File: config.mk
export PLATFORM = sky130hd
export DESIGN_NAME = cmp_watchdog
export DESIGN_NICKNAME = d
export VERILOG_FILES = /design/src/rtl/cmpwd_pkg.sv /design/src/rtl/cmpwd_regif.sv /design/src/rtl/cmpwd_cmp.sv /design/src/rtl/cmpwd_stage.sv /design/src/rtl/cmp_watchdog.sv
export SDC_FILE = /design/constraint.sdc
export NUM_CORES = 1
export LEC_CHECK = 0
export BUFFER_PORTS_ARGS = -buffer_cell sky130_fd_sc_hd__buf_2
export CORE_ASPECT_RATIO = 0.7
export CORE_MARGIN = 3
export CORE_UTILIZATION = 54
export CTS_CLUSTER_DIAMETER = 30
export DETAILED_ROUTE_END_ITERATION = 10
export GPL_ROUTABILITY_DRIVEN = 0
export PLACE_DENSITY = 0.79
export SLEW_MARGIN = 30
export SYNTH_ARGS = -nofsm -noshare
export SYNTH_HDL_FRONTEND = slang
export SYNTH_HIERARCHICAL = 1
export SYNTH_SLANG_ARGS = --single-unit
File: constraint.sdc
create_clock -name clk_i -period 3.67 [get_ports clk_i]
set_input_delay 0.1835 -clock clk_i [delete_from_list [all_inputs] [get_ports clk_i]]
set_output_delay 0.1835 -clock clk_i [all_outputs]
set_load 0.005 [all_outputs]
File: src/rtl/cmpwd_pkg.sv
package cmpwd_pkg;
  localparam int unsigned CTRL_ADDR = 0;
  localparam int unsigned OFS_ADDR  = 1;
  localparam int unsigned CMP_BASE  = 2;
  localparam int unsigned ST_EN     = 0;
  localparam int unsigned ST_WARN   = 1;
  localparam int unsigned ST_RST    = 2;
endpackage

File: src/rtl/cmpwd_regif.sv
module cmpwd_regif
  import cmpwd_pkg::*;
#(
  parameter int unsigned DATA_W    = 32,
  parameter int unsigned ADDR_W    = 3,
  parameter int unsigned OFS_W     = 32,
  parameter int unsigned CMP_WORDS = 2
) (
  input  logic                 clk_i,
  input  logic                 rst_ni,
  input  logic                 we_i,
  input  logic [ADDR_W-1:0]    addr_i,
  input  logic [DATA_W-1:0]    wdata_i,
  output logic                 en_o,
  output logic [OFS_W-1:0]     ofs_o,
  output logic                 kick_o,
  output logic                 ctrl_wr_o,
  output logic [CMP_WORDS-1:0] cmp_wr_o
);
  localparam logic [ADDR_W-1:0] A_CTRL = ADDR_W'(CTRL_ADDR);
  localparam logic [ADDR_W-1:0] A_OFS  = ADDR_W'(OFS_ADDR);
  localparam logic [ADDR_W-1:0] A_KICK = ADDR_W'(CMP_BASE + CMP_WORDS);

  logic en_q;
  logic [OFS_W-1:0] ofs_q;

  assign ctrl_wr_o = we_i && (addr_i == A_CTRL);
  assign kick_o    = (we_i && (addr_i == A_KICK)) || (ctrl_wr_o && wdata_i[ST_EN]);

  for (genvar i = 0; i < CMP_WORDS; i++) begin : g_cmp_wr
    assign cmp_wr_o[i] = we_i && (addr_i == ADDR_W'(CMP_BASE + i));
  end

  always_ff @(posedge clk_i or negedge rst_ni) begin
    if (!rst_ni) begin
      en_q  <= 1'b0;
      ofs_q <= '0;
    end else begin
      if (ctrl_wr_o) en_q <= wdata_i[ST_EN];
      if (we_i && (addr_i == A_OFS)) ofs_q <= wdata_i[OFS_W-1:0];
    end
  end

  assign en_o  = en_q;
  assign ofs_o = ofs_q;
endmodule

File: src/rtl/cmpwd_cmp.sv
module cmpwd_cmp #(
  parameter int unsigned CNT_W     = 64,
  parameter int unsigned OFS_W     = 32,
  parameter int unsigned DATA_W    = 32,
  parameter int unsigned CMP_WORDS = 2
) (
  input  logic                 clk_i,
  input  logic                 rst_ni,
  input  logic [CNT_W-1:0]     sys_cnt_i,
  input  logic [OFS_W-1:0]     ofs_i,
  input  logic                 reload_i,
  input  logic [CMP_WORDS-1:0] cmp_wr_i,
  input  logic [DATA_W-1:0]    wdata_i,
  output logic [CNT_W-1:0]     cmp_o,
  output logic                 expired_o
);
  logic [CNT_W-1:0] cmp_q;
  logic [CNT_W-1:0] next_dl;

  assign next_dl = sys_cnt_i + {{(CNT_W-OFS_W){1'b0}}, ofs_i};

  // software half writes outrank the automatic reload, per word
  for (genvar i = 0; i < CMP_WORDS; i++) begin : g_word
    always_ff @(posedge clk_i or negedge rst_ni) begin
      if (!rst_ni)          cmp_q[i*DATA_W +: DATA_W] <= '1;
      else if (cmp_wr_i[i]) cmp_q[i*DATA_W +: DATA_W] <= wdata_i;
      else if (reload_i)    cmp_q[i*DATA_W +: DATA_W] <= next_dl[i*DATA_W +: DATA_W];
    end
  end

  assign expired_o = (sys_cnt_i >= cmp_q);
  assign cmp_o     = cmp_q;
endmodule

File: src/rtl/cmpwd_stage.sv
module cmpwd_stage (
  input  logic clk_i,
  input  logic rst_ni,
  input  logic en_i,
  input  logic clr_i,
  input  logic expired_i,
  output logic arm_o,
  output logic ws0_o,
  output logic ws1_o
);
  logic ws0_q, ws1_q;
  logic hit;

  assign hit   = en_i && expired_i && !clr_i;
  assign arm_o = hit && !ws0_q;

  always_ff @(posedge clk_i or negedge rst_ni) begin
    if (!rst_ni) begin
      ws0_q <= 1'b0;
      ws1_q <= 1'b0;
    end else if (clr_i || !en_i) begin
      ws0_q <= 1'b0;
      ws1_q <= 1'b0;
    end else if (hit) begin
      ws0_q <= 1'b1;
      if (ws0_q) ws1_q <= 1'b1;
    end
  end

  assign ws0_o = ws0_q;
  assign ws1_o = ws1_q;
endmodule

File: src/rtl/cmp_watchdog.sv
module cmp_watchdog
  import cmpwd_pkg::*;
#(
  parameter int unsigned CNT_W  = 64,
  parameter int unsigned OFS_W  = 32,
  parameter int unsigned DATA_W = 32,
  parameter int unsigned ADDR_W = 3
) (
  input  logic              clk_i,
  input  logic              rst_ni,
  input  logic [CNT_W-1:0]  sys_cnt_i,
  input  logic              reg_we_i,
  input  logic [ADDR_W-1:0] reg_addr_i,
  input  logic [DATA_W-1:0] reg_wdata_i,
  output logic [DATA_W-1:0] reg_rdata_o,
  output logic              warn_o,
  output logic              rst_req_o
);
  localparam int unsigned CMP_WORDS = CNT_W / DATA_W;

  logic                 en_q, kick, ctrl_wr, expired, arm;
  logic [OFS_W-1:0]     ofs_q;
  logic [CMP_WORDS-1:0] cmp_wr;
  logic [CNT_W-1:0]     cmp_q;

  cmpwd_regif #(
    .DATA_W(DATA_W), .ADDR_W(ADDR_W), .OFS_W(OFS_W), .CMP_WORDS(CMP_WORDS)
  ) u_regif (
    .clk_i, .rst_ni,
    .we_i(reg_we_i), .addr_i(reg_addr_i), .wdata_i(reg_wdata_i),
    .en_o(en_q), .ofs_o(ofs_q), .kick_o(kick), .ctrl_wr_o(ctrl_wr), .cmp_wr_o(cmp_wr)
  );

  cmpwd_cmp #(
    .CNT_W(CNT_W), .OFS_W(OFS_W), .DATA_W(DATA_W), .CMP_WORDS(CMP_WORDS)
  ) u_cmp (
    .clk_i, .rst_ni, .sys_cnt_i, .ofs_i(ofs_q),
    .reload_i(kick || arm), .cmp_wr_i(cmp_wr), .wdata_i(reg_wdata_i),
    .cmp_o(cmp_q), .expired_o(expired)
  );

  cmpwd_stage u_stage (
    .clk_i, .rst_ni, .en_i(en_q), .clr_i(kick || ctrl_wr), .expired_i(expired),
    .arm_o(arm), .ws0_o(warn_o), .ws1_o(rst_req_o)
  );

  always_comb begin
    reg_rdata_o = '0;
    if (reg_addr_i == ADDR_W'(CTRL_ADDR)) begin
      reg_rdata_o[ST_EN]   = en_q;
      reg_rdata_o[ST_WARN] = warn_o;
      reg_rdata_o[ST_RST]  = rst_req_o;
    end else if (reg_addr_i == ADDR_W'(OFS_ADDR)) begin
      reg_rdata_o[OFS_W-1:0] = ofs_q;
    end
    for (int i = 0; i < CMP_WORDS; i++) begin
      if (reg_addr_i == ADDR_W'(CMP_BASE + i)) reg_rdata_o = cmp_q[i*DATA_W +: DATA_W];
    end
  end
endmodule

Word level (Yosys, flattened, before mapping)

Index checks and enable logic that the tools add are counted.

Memories: 0
Bits in writable memories: 0
Bits in read-only memories: 0
Bits in latches: 0
Register bits after elaboration: 99

Muxes and demuxes: 14
Order comparisons: 1
Bitwise logic cells: 0
Multiply operators: 0
Equal/unequal tests: 4
Div/mod/pow operators: 0
Reductions and logical operators: 22
Add/subtract/negate cells: 1
Shift-type cells: 0

Operators with widths:

| cell                 | number |
|---|---|
| $mux W32             | 7 |
| $add A64 B32 Y64     | 1 |
| $ge A64 B64 Y1       | 1 |
| $mux W29             | 1 |
| $logic_and A1 B1 Y1  | 9 |
| $reduce_bool A2 Y1   | 4 |
| $eq A3 B2 Y1 const B | 2 |
| $mux W1              | 5 |
| $logic_or A1 B1 Y1   | 4 |
| $eq A3 B1 Y1 const B | 1 |
| $eq A3 B3 Y1 const B | 1 |
| $logic_not A1 Y1     | 3 |
| $logic_not A3 Y1     | 1 |
| $mux W3              | 1 |
| $reduce_and A2 Y1    | 1 |

Depth between registers and ports, before layout

Depth in word-level cells: 11
Depth in mapped cells: 18

By module

The synthesis kept the hierarchy.

Modules (own cells, without submodules):

| module       | seq. area each (um^2) | times used | area an instance (um^2) | cells an instance |
|---|---|---|---|---|
| cmpwd_cmp    | 1681.6                | 1          | 7282.0                  | 903 |
| cmpwd_regif  | 825.8                 | 1          | 1438.9                  | 76 |
| cmp_watchdog | 0.0                   | 1          | 908.4                   | 112 |
| cmpwd_stage  | 50.0                  | 1          | 92.6                    | 8 |

Worst setup path after synthesis

OpenSTA, ideal clock, no wires.

Path type: register -> register
From: register u_cmp.cmp_q[25], in the netlist u_cmp/cmp_o[25]
To: register u_cmp.cmp_q[24], in the netlist u_cmp/cmp_o[24]
Data required time: 3.559 ns
Buffers on the path: 3
Period minus slack after synthesis: 3.456 ns
Library setup time: 0.111 ns
Stages on the path, launching flop included: 17
Path slack: 0.214 ns
Data arrival time: 3.345 ns
Cells stage by stage: dfstp_2 > inv_1 > ha_1 > a21o_1 > a21o_1 > a21o_1 > a211oi_1 > o21ai_0 > a211oi_1 > a31o_2 > nand2_1 > nor3b_2 > or2_2 > clkbuf_1 > clkbuf_1 > clkbuf_1 > o311ai_0

Longest elaborated chain between the ends: 6

Ends and longest elaborated chain:

| element                           | RTL line           | RTL |
|---|---|---|
| start, declared                   | cmpwd_cmp.sv:17    | `logic [CNT_W-1:0] cmp_q;` |
| start signal, assigned by index   | cmpwd_cmp.sv:26    | `else if (cmp_wr_i[i]) cmp_q[i*DATA_W +: DATA_W] <= wdata_i;` |
| start signal, assigned by index   | cmpwd_cmp.sv:27    | `else if (reload_i) cmp_q[i*DATA_W +: DATA_W] <= next_dl[i*DATA_W +: DATA_W];` |
| $ge A64 B64 Y1                    | cmpwd_cmp.sv:31    | `assign expired_o = (sys_cnt_i >= cmp_q);` |
| via expired                       | cmp_watchdog.sv:21 | `logic en_q, kick, ctrl_wr, expired, arm;` |
| $logic_and A1 B1 Y1 (2 in series) | cmpwd_stage.sv:14  | `assign hit = en_i && expired_i && !clr_i;` |
| $logic_and A1 B1 Y1               | cmpwd_stage.sv:15  | `assign arm_o = hit && !ws0_q;` |
| via arm                           | cmp_watchdog.sv:21 |  |
| $logic_or A1 B1 Y1                | cmp_watchdog.sv:38 | `.reload_i(kick \|\| arm), .cmp_wr_i(cmp_wr), .wdata_i(reg_wdata_i),` |
| $reduce_bool A2 Y1 (no line)      | n/a                |  |

The timed path passes the listed nets, and every way through them passes these cells.
A chain may end at the register's enable or synchronous reset.

Worst setup path after layout

From: register u_cmp.cmp_q[0], in the netlist u_cmp/cmp_o[0]
To: register u_cmp.cmp_q[35], in the netlist u_cmp/cmp_o[35]

Same word-level chain as after synthesis.

==> results.py <==
metrics = {
    "cells_and_area": {
        "fillers": 1505,
        "syn2layout_area_growth_pct": 12.3,
        "nets": 1411,
        "final_cell_area_mm2": 0.0109,
        "antenna_cells": 0,
        "multi_input_area_mm2": 0.00652,
        "register_area_mm2": 0.00256,
        "drive_above_1_share": 0.265,
    },
    "die": {
        "start_util": 0.558,
        "core_area_mm2": 0.0174,
        "die_y_um": 118,
        "die_area_mm2": 0.0197,
        "ioPinCount": 136,
        "die_w_um": 166,
        "core.rowCount": 40,
    },
    "sta": {
        "clock_skew_ns": 0.00688,
        "rsz0062_at_grt": "false",
        "timing.setup.tns_ns": 0,
        "final.min_clock_period_ns": 3.48,
        "hold_viol": 0,
        "hold_slack_ns": 0.0430,
        "max_freq_mhz": 287,
        "drv_slew": 0,
        "relSlewSlack": 0.506,
        "fin_crit_sh": 0.949,
        "setup_ws_ns": 0.189,
        "setup_viol": 0,
        "tightest_slew_ns": 0.740,
    },
    "global_route": {
        "grt_pass1_vias": 8644,
        "overflow": 0,
        "grt_max_degree": 78,
        "grt_antenna_before_repair": 2,
        "track_usage": 0.301,
        "grt_pass1_wl_mm": 47.8,
    },
    "setup_path": {
        "crit_path_end_kind": "flop",
        "path_cells": "ha_1, nand2b_1, a21oi_1, nor2b_1, o21ai_0, a21oi_1, o41ai_1, buf_4, a31o_2, nand2_1, nor3b_2, or2_4, buf_12, nand2b_1, mux2i_1, o31ai_1",
        "max_stage_delay_ns": 0.54,
        "cp_slowest_cell": "dfstp_2",
        "r2r.worst_path.cells": 16,
        "timing.rr.end": "u_cmp/cmp_o[35]$_DFFE_PN1P_",
        "critPathLaunch": "u_cmp/cmp_o[0]$_DFFE_PN1P_",
        "worstPathRequired_ns": 3.95,
        "timing.rr.start": "u_cmp/cmp_o[0]$_DFFE_PN1P_",
        "start_kind": "flop",
        "path_delay_family": "compound AO/OA/AOI/OAI gates",
        "r2r_slack_ns": 0.19,
        "criticalPathCategory": "reg -> reg",
        "path_max_fanout": 52,
        "critPathArrivalTime_ns": 3.76,
        "critPathBufInv": 2,
    },
    "route": {
        "drtIter0Drc": 1079,
        "final_antenna_net_count": 0,
        "drc": 0,
        "first_pass_iters": 6,
        "viasPerCell": 6.37,
        "wl_mm": 30.3,
        "via_count": 9224,
        "routedWlPerCell_um": 20.9,
    },
    "yosys": {
        "yosysMostFrequentCell": "a21oi_1",
        "synthTopCellsByCount": "a21oi_1, ha_1, inv_1",
        "synth_top_area_share": 0.173,
        "synth-main-ff-cell": "dfstp_2",
        "synthArstFlopShare": 1.00,
        "ys_warn_count": 6,
        "syn-num-nets": 1298,
        "synth_edf_count": 0,
        "synth_area_mm2": 0.00972,
        "yosys-top-cells-area": "dfstp_2, ha_1, dfrtp_1",
        "ys_ff_latch": 99,
        "yosys.area.top_type": "dfstp_2",
        "yosysUniqueCellTypes": 82,
        "synth_cells": 1099,
        "seq_area_frac_synth": 0.263,
        "syn_area_per_cell_um2": 8.85,
    },
    "worst_hold_path": {
        "whs_path_depth": 3,
        "worstHoldStart": "reg_wdata_i[4]",
        "holdCritPathClass": "in -> reg",
        "hold-path-endpoint": "u_cmp/cmp_o[4]$_DFFE_PN1P_",
    },
    "place": {
        "dp_worst_setup_slack_ns": 0.0934,
        "hpwl_mm": 23.5,
        "port_buffers": 135,
        "place_area_mm2": 0.0106,
    },
    "clocking": {
        "cts_root_buf": "clkbuf_16",
        "max-clock-path-buffers": 2,
        "clk_pin_slew_ns": 0.07,
        "post-cts-setup-buffers": 0,
        "cts.sinks": 99,
        "htreeDepth": 3,
        "clk_latency_ns": 0.37,
        "cts_tree": "built",
        "numCtsBuffers": 9,
    },
    "power": {
        "total_leakage_power_nw": 4.87,
        "irDropWorstVdd_v": 0.000277,
        "powerDensity_mw_per_mm2": 606,
    },
    "run_status": {
        "status": "finished, final reports clean",
    },
    "run": {
        "drv_cap": 0,
    },
}
area by class of cell:
type	count	area share
inverters	87	0.0299
flip-flops and latches	99	0.234
multi-input cells	853	0.597
clock buffers	12	0.0235
repair buffers	162	0.0847
well taps	231	0.0265
clock inverters	4	0.00447
repair_timing:
action | CTS | global route
endpoints found under the setup margin | 0 | 64
gates resized for setup | 0 | 7
hold buffers | 1 | 0
endpoints found under the hold margin | 27 | 0
layer usage:
metal / vias up / share of wire / global-route usage
met1: 4352 / 0.45 / 0.454
met5: - / 0.00089 / 0
li1: 4265 / - / -
met2: 545 / 0.42 / 0.432
met3: 58 / 0.11 / 0.0786
met4: 4 / 0.015 / 0.0649
worst min-delay path, delay by kind of cell:
| kind | cells | cell delay, ns |
|---|---|---|
| buffers and inverters | 2 | 0.17 |
| AOI/OAI and AO/OA | 1 | 0.05 |
power by group:
group | leakage (nW) | switching, mW | total (mW) | internal, mW
Combinational | 3.63 | 1.94 | 3.43 | 1.49
Clock | 0.153 | 0.451 | 1.02 | 0.566
Sequential | 1.09 | 0.390 | 2.17 | 1.78
Total | 4.87 | 2.78 | 6.62 | 3.84
how the worst max path moves through the flow:
stage,depth (start not counted),to,slack (ns)
final,16,u_cmp/cmp_o[35]$_DFFE_PN1P_,0.19
after global placement,11,u_cmp/cmp_o[44]$_DFFE_PN1P_,0.19
after CTS,16,u_cmp/cmp_o[31]$_DFFE_PN1P_,0.06
after floorplan,16,u_cmp/cmp_o[24]$_DFFE_PN1P_,0.21
after detailed placement,16,u_cmp/cmp_o[31]$_DFFE_PN1P_,0.09
after global routing,16,u_cmp/cmp_o[19]$_DFFE_PN1P_,0.02
stage by stage:
| stage | power, mW | utilization | cells |
|---|---|---|---|
| 5_1_grt | 7.07 | 0.627 | 1448 |
| 2_1_floorplan | 4.44 | - | 1099 |
| 4_1_cts | 6.51 | 0.626 | 1448 |
| 6_report | 6.62 | 0.627 | 1448 |
| 3_3_place_gp | 5.35 | 0.608 | 1431 |
| 3_5_place_dp | 5.46 | 0.608 | 1431 |
cell usage in the layout (no fill, tap or decap), types with 4 or more instances in the layout:
cell | netlist | routed
nor2_1 | 46 | 46
o31ai_1 | 4 | 4
and2_1 | 6 | 6
a2111oi_0 | 9 | 8
o311ai_0 | 5 | 5
a21o_1 | 33 | 33
mux2_2 | 11 | 11
dfrtp_1 | 35 | 35
dfstp_2 | 64 | 64
o21ai_0 | 57 | 55
nand2_1 | 80 | 79
xor2_1 | 12 | 12
nor2b_1 | 4 | 4
nand4_1 | 24 | 24
nand2b_1 | 8 | 8
buf_2 | 10 | 134
ha_1 | 96 | 96
or2_2 | 6 | 5
clkbuf_16 | 0 | 9
and3_1 | 4 | 4
nand3b_1 | 9 | 9
mux2_4 | 30 | 30
a2111oi_4 | 5 | 5
and4_1 | 6 | 6
nor3_1 | 38 | 38
or3_1 | 4 | 4
o211ai_1 | 5 | 5
xnor2_1 | 33 | 33
nand3_1 | 21 | 21
a211o_1 | 4 | 4
inv_1 | 87 | 87
o21a_1 | 5 | 5
mux2i_1 | 48 | 48
o21ai_1 | 7 | 8
a211oi_1 | 41 | 39
a21oi_1 | 132 | 132
buf_4 | 2 | 23
o2111ai_1 | 6 | 6
state kept, by name (all words and copies together), names as in the netlist:
| signal | count |
|---|---|
| u_cmp/cmp_o | 64 |
| u_regif/en_o | 1 |
| u_regif/ofs_o | 32 |
| u_stage/ws0_o | 1 |
| u_stage/ws1_o | 1 |
kinds of logic (layout without fill, tap and decap cells):
kind of cell,Yosys count,after routing,share of synthesized area
AND/OR/NAND/NOR,278,278,0.151
flip-flops,99,99,0.263
XOR/XNOR,45,45,0.0405
buffers and inverters,147,265,0.0704
multiplexers,92,92,0.115
adder cells (fa/ha/maj),97,97,0.126
AO/OA/AOI/OAI,341,341,0.233
No activity file was read; power rests on OpenSTA's default activity.
